File: src/rtl/tmrcfg_pkg.sv
package tmrcfg_pkg;

    parameter int DATA_W  = 16;
    parameter int ADDR_W  = 4;
    parameter int CH_N    = 4;
    parameter int PRESC_W = 3;
    parameter int SYNC_W  = 2;
    parameter int NPROT   = 5;

    // control word layout
    localparam int BIT_SWRST = 0;
    localparam int BIT_EN    = 1;
    localparam int BIT_STBY  = 2;
    localparam int LSB_PRESC = 3;
    localparam int LSB_SYNC  = LSB_PRESC + PRESC_W;
    localparam int LSB_CAPT  = LSB_SYNC + SYNC_W;
    localparam int CTRL_USED = LSB_CAPT + CH_N;

    // address map
    localparam int A_CTRL    = 0;
    localparam int A_PROT_LO = 1;
    localparam int A_PROT_HI = A_PROT_LO + NPROT - 1;
    localparam int A_WAVE    = A_PROT_HI + 1;
    localparam int A_DIRSET  = A_WAVE + 1;
    localparam int A_DIRCLR  = A_DIRSET + 1;

    localparam logic [DATA_W-1:0] PROT_MASK =
        DATA_W'(((1 << (CTRL_USED - LSB_PRESC)) - 1) << LSB_PRESC);

    typedef struct packed {
        logic [CH_N-1:0]    capt;
        logic [SYNC_W-1:0]  sync;
        logic [PRESC_W-1:0] presc;
    } ctrl_prot_t;

    typedef struct packed {
        logic run_stby;
        logic enable;
    } ctrl_free_t;

    typedef struct packed {
        logic             swrst;
        logic             ctrl_free_we;
        logic             ctrl_prot_we;
        logic [NPROT-1:0] prot_we;
        logic             wave_we;
        logic             dir_set;
        logic             dir_clr;
        logic             ignored;
    } wr_cmd_t;

    function automatic logic [ADDR_W-1:0] ra(input int a);
        return a[ADDR_W-1:0];
    endfunction

    function automatic ctrl_prot_t prot_from_word(input logic [DATA_W-1:0] w);
        ctrl_prot_t p;
        p.presc = w[LSB_PRESC +: PRESC_W];
        p.sync  = w[LSB_SYNC  +: SYNC_W];
        p.capt  = w[LSB_CAPT  +: CH_N];
        return p;
    endfunction

    function automatic logic [DATA_W-1:0] ctrl_word(input ctrl_free_t f,
                                                   input ctrl_prot_t p);
        logic [DATA_W-1:0] w;
        w                       = '0;
        w[BIT_EN]               = f.enable;
        w[BIT_STBY]             = f.run_stby;
        w[LSB_PRESC +: PRESC_W] = p.presc;
        w[LSB_SYNC  +: SYNC_W]  = p.sync;
        w[LSB_CAPT  +: CH_N]    = p.capt;
        return w;
    endfunction

endpackage

File: src/rtl/tmrcfg_gate.sv
module tmrcfg_gate
    import tmrcfg_pkg::*;
(
    input  logic                bus_wr,
    input  logic [ADDR_W-1:0]   bus_addr,
    input  logic [DATA_W-1:0]   bus_wdata,
    input  logic                enable_q,
    input  ctrl_prot_t          prot_q,
    output wr_cmd_t             cmd
);

    logic prot_differs;
    assign prot_differs = ((bus_wdata & PROT_MASK) !=
                           (ctrl_word('0, prot_q) & PROT_MASK));

    always_comb begin
        cmd = '0;
        if (bus_wr) begin
            if (bus_addr == ra(A_CTRL)) begin
                if (bus_wdata[BIT_SWRST]) begin
                    cmd.swrst = 1'b1;
                end else begin
                    cmd.ctrl_free_we = 1'b1;
                    if (!enable_q)
                        cmd.ctrl_prot_we = 1'b1;
                    else if (prot_differs)
                        cmd.ignored = 1'b1;
                end
            end else if (bus_addr >= ra(A_PROT_LO) && bus_addr <= ra(A_PROT_HI)) begin
                if (enable_q) begin
                    cmd.ignored = 1'b1;
                end else begin
                    for (int i = 0; i < NPROT; i++)
                        if (bus_addr == ra(A_PROT_LO + i))
                            cmd.prot_we[i] = 1'b1;
                end
            end else if (bus_addr == ra(A_WAVE)) begin
                cmd.wave_we = 1'b1;
            end else if (bus_addr == ra(A_DIRSET)) begin
                cmd.dir_set = bus_wdata[0];
            end else if (bus_addr == ra(A_DIRCLR)) begin
                cmd.dir_clr = bus_wdata[0];
            end
        end
    end

endmodule

File: src/rtl/tmrcfg_store.sv
module tmrcfg_store
    import tmrcfg_pkg::*;
(
    input  logic                         clk,
    input  logic                         rst,
    input  wr_cmd_t                      cmd,
    input  logic [DATA_W-1:0]            bus_wdata,
    output ctrl_free_t                   free_q,
    output ctrl_prot_t                   prot_q,
    output logic [NPROT-1:0][DATA_W-1:0] lock_q,
    output logic [DATA_W-1:0]            wave_q,
    output logic                         dir_q,
    output logic                         ign_q
);

    logic clr;
    assign clr = rst || cmd.swrst;

    always_ff @(posedge clk) begin
        if (clr) begin
            free_q <= '0;
        end else if (cmd.ctrl_free_we) begin
            free_q.enable   <= bus_wdata[BIT_EN];
            free_q.run_stby <= bus_wdata[BIT_STBY];
        end
    end

    always_ff @(posedge clk) begin
        if (clr)
            prot_q <= '0;
        else if (cmd.ctrl_prot_we)
            prot_q <= prot_from_word(bus_wdata);
    end

    for (genvar g = 0; g < NPROT; g++) begin : g_lock
        always_ff @(posedge clk) begin
            if (clr)
                lock_q[g] <= '0;
            else if (cmd.prot_we[g])
                lock_q[g] <= bus_wdata;
        end
    end

    always_ff @(posedge clk) begin
        if (clr)
            wave_q <= '0;
        else if (cmd.wave_we)
            wave_q <= bus_wdata;
    end

    always_ff @(posedge clk) begin
        if (clr)
            dir_q <= 1'b0;
        else if (cmd.dir_set)
            dir_q <= 1'b1;
        else if (cmd.dir_clr)
            dir_q <= 1'b0;
    end

    always_ff @(posedge clk) begin
        if (rst)
            ign_q <= 1'b0;
        else
            ign_q <= cmd.ignored;
    end

endmodule

File: src/rtl/tmrcfg_rdmux.sv
module tmrcfg_rdmux
    import tmrcfg_pkg::*;
(
    input  logic [ADDR_W-1:0]            bus_addr,
    input  ctrl_free_t                   free_q,
    input  ctrl_prot_t                   prot_q,
    input  logic [NPROT-1:0][DATA_W-1:0] lock_q,
    input  logic [DATA_W-1:0]            wave_q,
    input  logic                         dir_q,
    output logic [DATA_W-1:0]            bus_rdata
);

    always_comb begin
        bus_rdata = '0;
        if (bus_addr == ra(A_CTRL))
            bus_rdata = ctrl_word(free_q, prot_q);
        else if (bus_addr == ra(A_WAVE))
            bus_rdata = wave_q;
        else if (bus_addr == ra(A_DIRSET) || bus_addr == ra(A_DIRCLR))
            bus_rdata = DATA_W'(dir_q);
        else
            for (int i = 0; i < NPROT; i++)
                if (bus_addr == ra(A_PROT_LO + i))
                    bus_rdata = lock_q[i];
    end

endmodule

File: src/rtl/tmr_cfg_bank.sv
module tmr_cfg_bank
    import tmrcfg_pkg::*;
(
    input  logic                clk,
    input  logic                rst,
    input  logic [ADDR_W-1:0]   bus_addr,
    input  logic [DATA_W-1:0]   bus_wdata,
    input  logic                bus_wr,
    output logic [DATA_W-1:0]   bus_rdata,
    output logic                wr_ignored,
    output logic                enable,
    output logic                run_stby,
    output logic [PRESC_W-1:0]  presc_sel,
    output logic [SYNC_W-1:0]   presc_sync,
    output logic [CH_N-1:0]     capt_en,
    output logic [DATA_W-1:0]   fault_a,
    output logic [DATA_W-1:0]   fault_b,
    output logic [DATA_W-1:0]   wave_ext,
    output logic [CH_N-1:0]     inv_en,
    output logic [DATA_W-1:0]   ev_ctl,
    output logic [DATA_W-1:0]   wave_cfg,
    output logic                count_down
);

    localparam int IX_FLT_A = 0;
    localparam int IX_FLT_B = 1;
    localparam int IX_WEXT  = 2;
    localparam int IX_DRIVE = 3;
    localparam int IX_EVENT = 4;

    wr_cmd_t                      cmd;
    ctrl_free_t                   free_q;
    ctrl_prot_t                   prot_q;
    logic [NPROT-1:0][DATA_W-1:0] lock_q;
    logic [DATA_W-1:0]            wave_q;
    logic                         dir_q;
    logic                         ign_q;

    tmrcfg_gate u_gate (
        .bus_wr    (bus_wr),
        .bus_addr  (bus_addr),
        .bus_wdata (bus_wdata),
        .enable_q  (free_q.enable),
        .prot_q    (prot_q),
        .cmd       (cmd)
    );

    tmrcfg_store u_store (
        .clk       (clk),
        .rst       (rst),
        .cmd       (cmd),
        .bus_wdata (bus_wdata),
        .free_q    (free_q),
        .prot_q    (prot_q),
        .lock_q    (lock_q),
        .wave_q    (wave_q),
        .dir_q     (dir_q),
        .ign_q     (ign_q)
    );

    tmrcfg_rdmux u_rdmux (
        .bus_addr  (bus_addr),
        .free_q    (free_q),
        .prot_q    (prot_q),
        .lock_q    (lock_q),
        .wave_q    (wave_q),
        .dir_q     (dir_q),
        .bus_rdata (bus_rdata)
    );

    assign wr_ignored = ign_q;
    assign enable     = free_q.enable;
    assign run_stby   = free_q.run_stby;
    assign presc_sel  = prot_q.presc;
    assign presc_sync = prot_q.sync;
    assign capt_en    = prot_q.capt;
    assign fault_a    = lock_q[IX_FLT_A];
    assign fault_b    = lock_q[IX_FLT_B];
    assign wave_ext   = lock_q[IX_WEXT];
    assign inv_en     = lock_q[IX_DRIVE][CH_N-1:0];
    assign ev_ctl     = lock_q[IX_EVENT];
    assign wave_cfg   = wave_q;
    assign count_down = dir_q;

endmodule

File: config.mk
export PLATFORM = sky130hd
export DESIGN_NAME = tmr_cfg_bank
export DESIGN_NICKNAME = d
export VERILOG_FILES = /design/src/rtl/tmrcfg_pkg.sv /design/src/rtl/tmrcfg_gate.sv /design/src/rtl/tmrcfg_store.sv /design/src/rtl/tmrcfg_rdmux.sv /design/src/rtl/tmr_cfg_bank.sv
export SDC_FILE = /design/constraint.sdc
export NUM_CORES = 1
export LEC_CHECK = 0
export BUFFER_PORTS_ARGS = -buffer_cell sky130_fd_sc_hd__buf_4
export CORE_UTILIZATION = 53
export DETAILED_ROUTE_END_ITERATION = 10
export GPL_ROUTABILITY_DRIVEN = 1
export GPL_TIMING_DRIVEN = 1
export PLACE_DENSITY = 0.89
export SLEW_MARGIN = 10
export SYNTH_ARGS = -nofsm -noshare
export SYNTH_HDL_FRONTEND = slang
export SYNTH_SLANG_ARGS = --single-unit
File: constraint.sdc
create_clock -name clk -period 1.89 [get_ports clk]
set_input_delay 0.2835 -clock clk [delete_from_list [all_inputs] [get_ports clk]]
set_output_delay 0.2835 -clock clk [all_outputs]
set_load 0.005 [all_outputs]
# Word level (Yosys, flattened, before mapping)

Cells that the tools add are included.

Flip-flop bits (word level): 109
Input bits: 23
Output and inout port bits: 113
Logic and storage cells: 66

Order comparisons: 2
Equality and inequality tests: 9
Mux-type cells: 35
Bitwise gates (word level): 1
Reductions and logical operators: 6

Operator list:

| operator           | number |
|---|---|
| $mux 16            | 8 |
| $mux 1             | 19 |
| $eq 4x3->1 const B | 4 |
| $mux 12            | 1 |
| $mux 5             | 2 |
| $ne 9x9->1         | 1 |
| $eq 4x2->1 const B | 2 |
| $mux 8             | 1 |
| $mux 3             | 2 |
| $eq 4x1->1 const B | 1 |
| $eq 4x4->1 const B | 1 |
| $ge 4x1->1 const B | 1 |
| $le 4x3->1 const B | 1 |
| $logic_not 4->1    | 1 |
| $mux 2             | 2 |
| $logic_or 1x1->1   | 2 |
| $reduce_bool 2->1  | 1 |
| $reduce_or 2->1    | 1 |
| $logic_and 1x1->1  | 1 |
| $not 1->1          | 1 |

# Longest topological paths before layout

Depth in word-level cells: 9
Depth in mapped cells: 7

# By module

From an unflattened synthesis, not the netlist that was laid out.

Cells, all modules: 550
Area total of the unflattened synthesis: 5,147.4 µm²

Modules (own cells, without submodules):

| module       | instances | cells an instance | area an instance (µm²) | sequential area each (µm²) |
|---|---|---|---|---|
| tmrcfg_store | 1         | 353               | 3,837.4                | 2,182.1 |
| tmrcfg_rdmux | 1         | 158               | 1,043.5                | 0.0 |
| tmrcfg_gate  | 1         | 39                | 266.5                  | 0.0 |

# Worst setup path before layout

OpenSTA, ideal clock, no wires.

Kind: input to output
Start: input port bus_addr[3]
End: output port bus_rdata[14]
Arrival: 1.425 ns
Slack: 0.182 ns
Cell stages on the path: 4
Cells stage by stage: buf_2 buf_2 or4b_1 a32o_1

Word-level cells in the longest chain between the ends: 9
Elaborated cells between the ends (all ways): 18
Classes of those cells: eq/ne: 8; mux: 8; reduce/logical: 2

RTL lines:

| element               | RTL line           | source |
|---|---|---|
| start: declaration    | tmr_cfg_bank.sv:6  | `input logic [ADDR_W-1:0] bus_addr,` |
| $eq 4x1->1            | tmrcfg_rdmux.sv:23 | `if (bus_addr == ra(A_PROT_LO + i))` |
| $mux 16 (5 in series) | tmrcfg_rdmux.sv:23 |  |
| $mux 16               | tmrcfg_rdmux.sv:19 | `else if (bus_addr == ra(A_DIRSET) \|\| bus_addr == ra(A_DIRCLR))` |
| $mux 16               | tmrcfg_rdmux.sv:17 | `else if (bus_addr == ra(A_WAVE))` |
| $mux 16 *             | tmrcfg_rdmux.sv:15 | `if (bus_addr == ra(A_CTRL))` |
| end: declaration      | tmr_cfg_bank.sv:9  | `output logic [DATA_W-1:0] bus_rdata,` |

Every way passes the cells marked *; elsewhere a longest branch is shown, timed or not.

# Worst setup path in the final report

Start: input port bus_addr[3]
End: output port bus_rdata[9]

Same word-level chain as after synthesis.

==> reports/metrics.yaml <==
stdcell_count: 892
power_w: 0.00412
cts.htree.levels: 3
first_global_vias: 4903
min_period_over_period: 0.991
syn_avg_cell_area_um2: 7.74
die_height_um: 102
drc: 0
initial_utilization: 0.546
worst_reg2reg_endpoint: "u_store.lock_q[25]$_SDFFE_PP0P_"
die_width_um: 102
synth-warning-count: 0
total_leakage_power_nw: 2.59
finalWorstPathRequiredPeriod_ns: 1.87
finalSetupViolations: 0
critPathMaxStageDelay_ns: 0.29
clock_sink_count: 109
place_ws_ns: -0.00874
synth_cells: 689
grt_antenna_before_repair: 0
cts_root_buf: "sky130_fd_sc_hd__clkbuf_8"
synthesis.area_um2: 5330
totalNegativeSetupSlack_ns: 0
initialDrtViolationCount: 485
synth_nets: 712
vias: 5329
cp_top_family: "buffers and inverters"
grt_max_degree: 40
post-route-worst-setup-slack_ns: 0.0174
fp.dieArea_um2: 10500
gr-usage-all-layers: 0.308
layout-drive-gt1-share: 0.290
r2r_worst_path_depth: 6
holdCritPathClass: "in2reg"
antenna_violating_nets_post_route: 0
gpl.final_weighted_congestion: 0.931
first_pass_grt_wire_length_um: 24600
worstSetupEndpointType: "output port"
cp_common_cell: "sky130_fd_sc_hd__buf_4"
first_pass_iters: 7
crit_end: "bus_rdata[9]"
fp-row-count: 36
setup.reg_to_reg.worst_slack_ns: 0.47
worst-slew-pin-transition_ns: 0.411
maximum_operating_frequency_mhz: 534
routed_wire_length_per_instance_um: 18.7
worstSetupPathDepth: 8
io_buf_count: 135
synthFlopType: "sky130_fd_sc_hd__dfxtp_1"
crit_start: "bus_addr[3]"
synth_seq_cells: 109
area_of_the_core_um2: 9770
count_of_buffer_and_inverter_cells_on_the_critical_path: 5
overflow: 0
wl_um: 16700
layout.filler_cells: 774
synth_enable_flop_cells: 0
async_flop_share: 0
r2r-start: "u_store.free_q[0]$_SDFFE_PP0P_"
ios: 136
timing.critical_path.fanout_max: 11
worst_path_max_delay_cell: "sky130_fd_sc_hd__nor4bb_4"
timing.final.max_slew_violations: 0
arrival_ns: 1.59
clock_skew_ns: 0.0119
required_ns: 1.61
worstSkewPairLatency_ns: 0.38
detail_route.vias_per_cell: 5.97
flow.area_growth_from_synthesis_pct: 21.8
cap_viol_max_count: 0
yosys.cell_types.count: 40
timing_hold_violations_final: 0
synth.yosys.seq_area_share: 0.409
status: "completed"
kind_of_critical_path: "in2out"
tritoncts: "done"
slew_headroom: 0.726
reg_clk_slew_reported_paths_ns: 0.10
ir_drop_mv: 0.412
n_antenna_cell: 0
path_cells: "buf_4 > buf_4 > nor4bb_4 > buf_4 > buf_12 > a22oi_1 > nand3_1 > buf_4"
dpl.cell_count: 871
nets: 778
cp-start-kind: "input port"
cts_buffer_depth: 2
fin_util: 0.664
power-per-cell-area_nw_per_um2: 634
cts_buffers: 9
detailed_place_hpwl_um: 11400
==> sequential cells by signal, indices dropped and copies added, names as in the netlist <==
signal          cells
u_store.dir_q       1
u_store.free_q      2
u_store.ign_q       1
u_store.lock_q     80
u_store.prot_q      9
u_store.wave_q     16
==> layer usage <==
layer  vias up  wire [um]  global-route usage
li1       2406          -                   -
met1      2521       6100               0.370
met2       353       8340               0.538
met3        49       1740              0.0458
met4         0        471               0.147
met5         -          0                   0
==> worst min-delay path by stage <==
stage,slack [ns],depth (start not counted),to,start
floorplan,0.35,1,u_store.free_q[0]$_SDFFE_PP0P_,rst
global placement,0.44,2,u_store.lock_q[62]$_SDFFE_PP0P_,u_store.lock_q[62]$_SDFFE_PP0P_
detailed placement,0.45,2,u_store.lock_q[55]$_SDFFE_PP0P_,u_store.lock_q[55]$_SDFFE_PP0P_
CTS,0.1,2,u_store.free_q[0]$_SDFFE_PP0P_,rst
global route,0.11,2,u_store.free_q[0]$_SDFFE_PP0P_,rst
finish,0.09,2,u_store.free_q[0]$_SDFFE_PP0P_,rst
==> cells in the mapped netlist (2+ instances only) <==
cell                        instances  area (um2)
sky130_fd_sc_hd__mux2i_1            9        90.1
sky130_fd_sc_hd__a222oi_1          14         140
sky130_fd_sc_hd__a21oi_1          100         500
sky130_fd_sc_hd__dfxtp_1          109        2180
sky130_fd_sc_hd__inv_1              2        7.51
sky130_fd_sc_hd__buf_4             73         548
sky130_fd_sc_hd__nor2_1            22        82.6
sky130_fd_sc_hd__o21ai_0            7        35.0
sky130_fd_sc_hd__and2_1             7        43.8
sky130_fd_sc_hd__nor2b_1            6        37.5
sky130_fd_sc_hd__nor4b_2            3        45.0
sky130_fd_sc_hd__buf_2             23         115
sky130_fd_sc_hd__o2bb2ai_1          4        35.0
sky130_fd_sc_hd__nand4_1            2        12.5
sky130_fd_sc_hd__a22oi_1           24         180
sky130_fd_sc_hd__nand3_1           28         140
sky130_fd_sc_hd__o31ai_1            3        22.5
sky130_fd_sc_hd__nand2_1          190         713
sky130_fd_sc_hd__xnor2_1            9        78.8
sky130_fd_sc_hd__clkbuf_2           3        15.0
sky130_fd_sc_hd__nand4b_1           2        17.5
sky130_fd_sc_hd__o21a_1             3        22.5
sky130_fd_sc_hd__clkbuf_1          29         109
==> layout by cell type (no fill, tap or decap), types with 14 or more instances in the layout <==
cell and instances:
sky130_fd_sc_hd__a22oi_1 24, sky130_fd_sc_hd__a21oi_1 99, sky130_fd_sc_hd__nor2_1 22, sky130_fd_sc_hd__nand2_1 190, sky130_fd_sc_hd__dfxtp_1 105, sky130_fd_sc_hd__a222oi_1 14
sky130_fd_sc_hd__buf_4 173, sky130_fd_sc_hd__nand3_1 28
==> worst register-to-register path, delay by kind of cell (launching register included) <==
| kind | cells | cell delay (ns) |
|---|---|---|
| AO/OA/AOI/OAI | 1 | 0.15 |
| flip-flops | 1 | 0.43 |
| buffers and inverters | 2 | 0.43 |
| AND/OR/NAND/NOR | 3 | 0.35 |
==> final cells by class <==
cell class / count / area [um2] / share of cell area
inverters: 2 / 7.51 / 0.00116
multi-input cells: 449 / 2430 / 0.375
clock buffers: 9 / 124 / 0.0191
repair buffers: 184 / 1530 / 0.235
well taps: 133 / 166 / 0.0256
flip-flops and latches: 109 / 2190 / 0.337
clock inverters: 6 / 47.5 / 0.00732
==> power by group <==
part	switching [W]	internal [W]	total [W]
Clock	0.000820	0.000484	0.00130
Sequential	0.0000259	0.00232	0.00235
Combinational	0.000261	0.000201	0.000463
Total	0.00111	0.00301	0.00412
==> timing repair <==
item,4_1_cts,5_1_grt
buffers inserted,0,5
endpoints found under the hold margin,0,0
pin swaps,0,7
hold buffers,0,0
gates resized for setup,2,18
cloned,0,2
endpoints found under the setup margin,2,12
==> logic make-up after synthesis <==
| group | count (synthesis) | synth area share |
|---|---|---|
| and+or+nand+nor | 269 | 0.223 |
| xor gates and xnor gates | 9 | 0.0148 |
| muxes | 9 | 0.0169 |
| AOI/OAI and AO/OA | 162 | 0.187 |
| DFF | 109 | 0.409 |
| buffers and inverters | 131 | 0.150 |
==> per-stage QoR <==
step	cell area, um2	hold WS, ns
5_1_grt	6490	0.111
6_report	6490	0.0938
3_3_place_gp	6170	0.441
3_5_place_dp	6170	0.452
4_1_cts	6350	0.0965
2_1_floorplan	5330	0.353
Power figures use the tool's default switching activity.
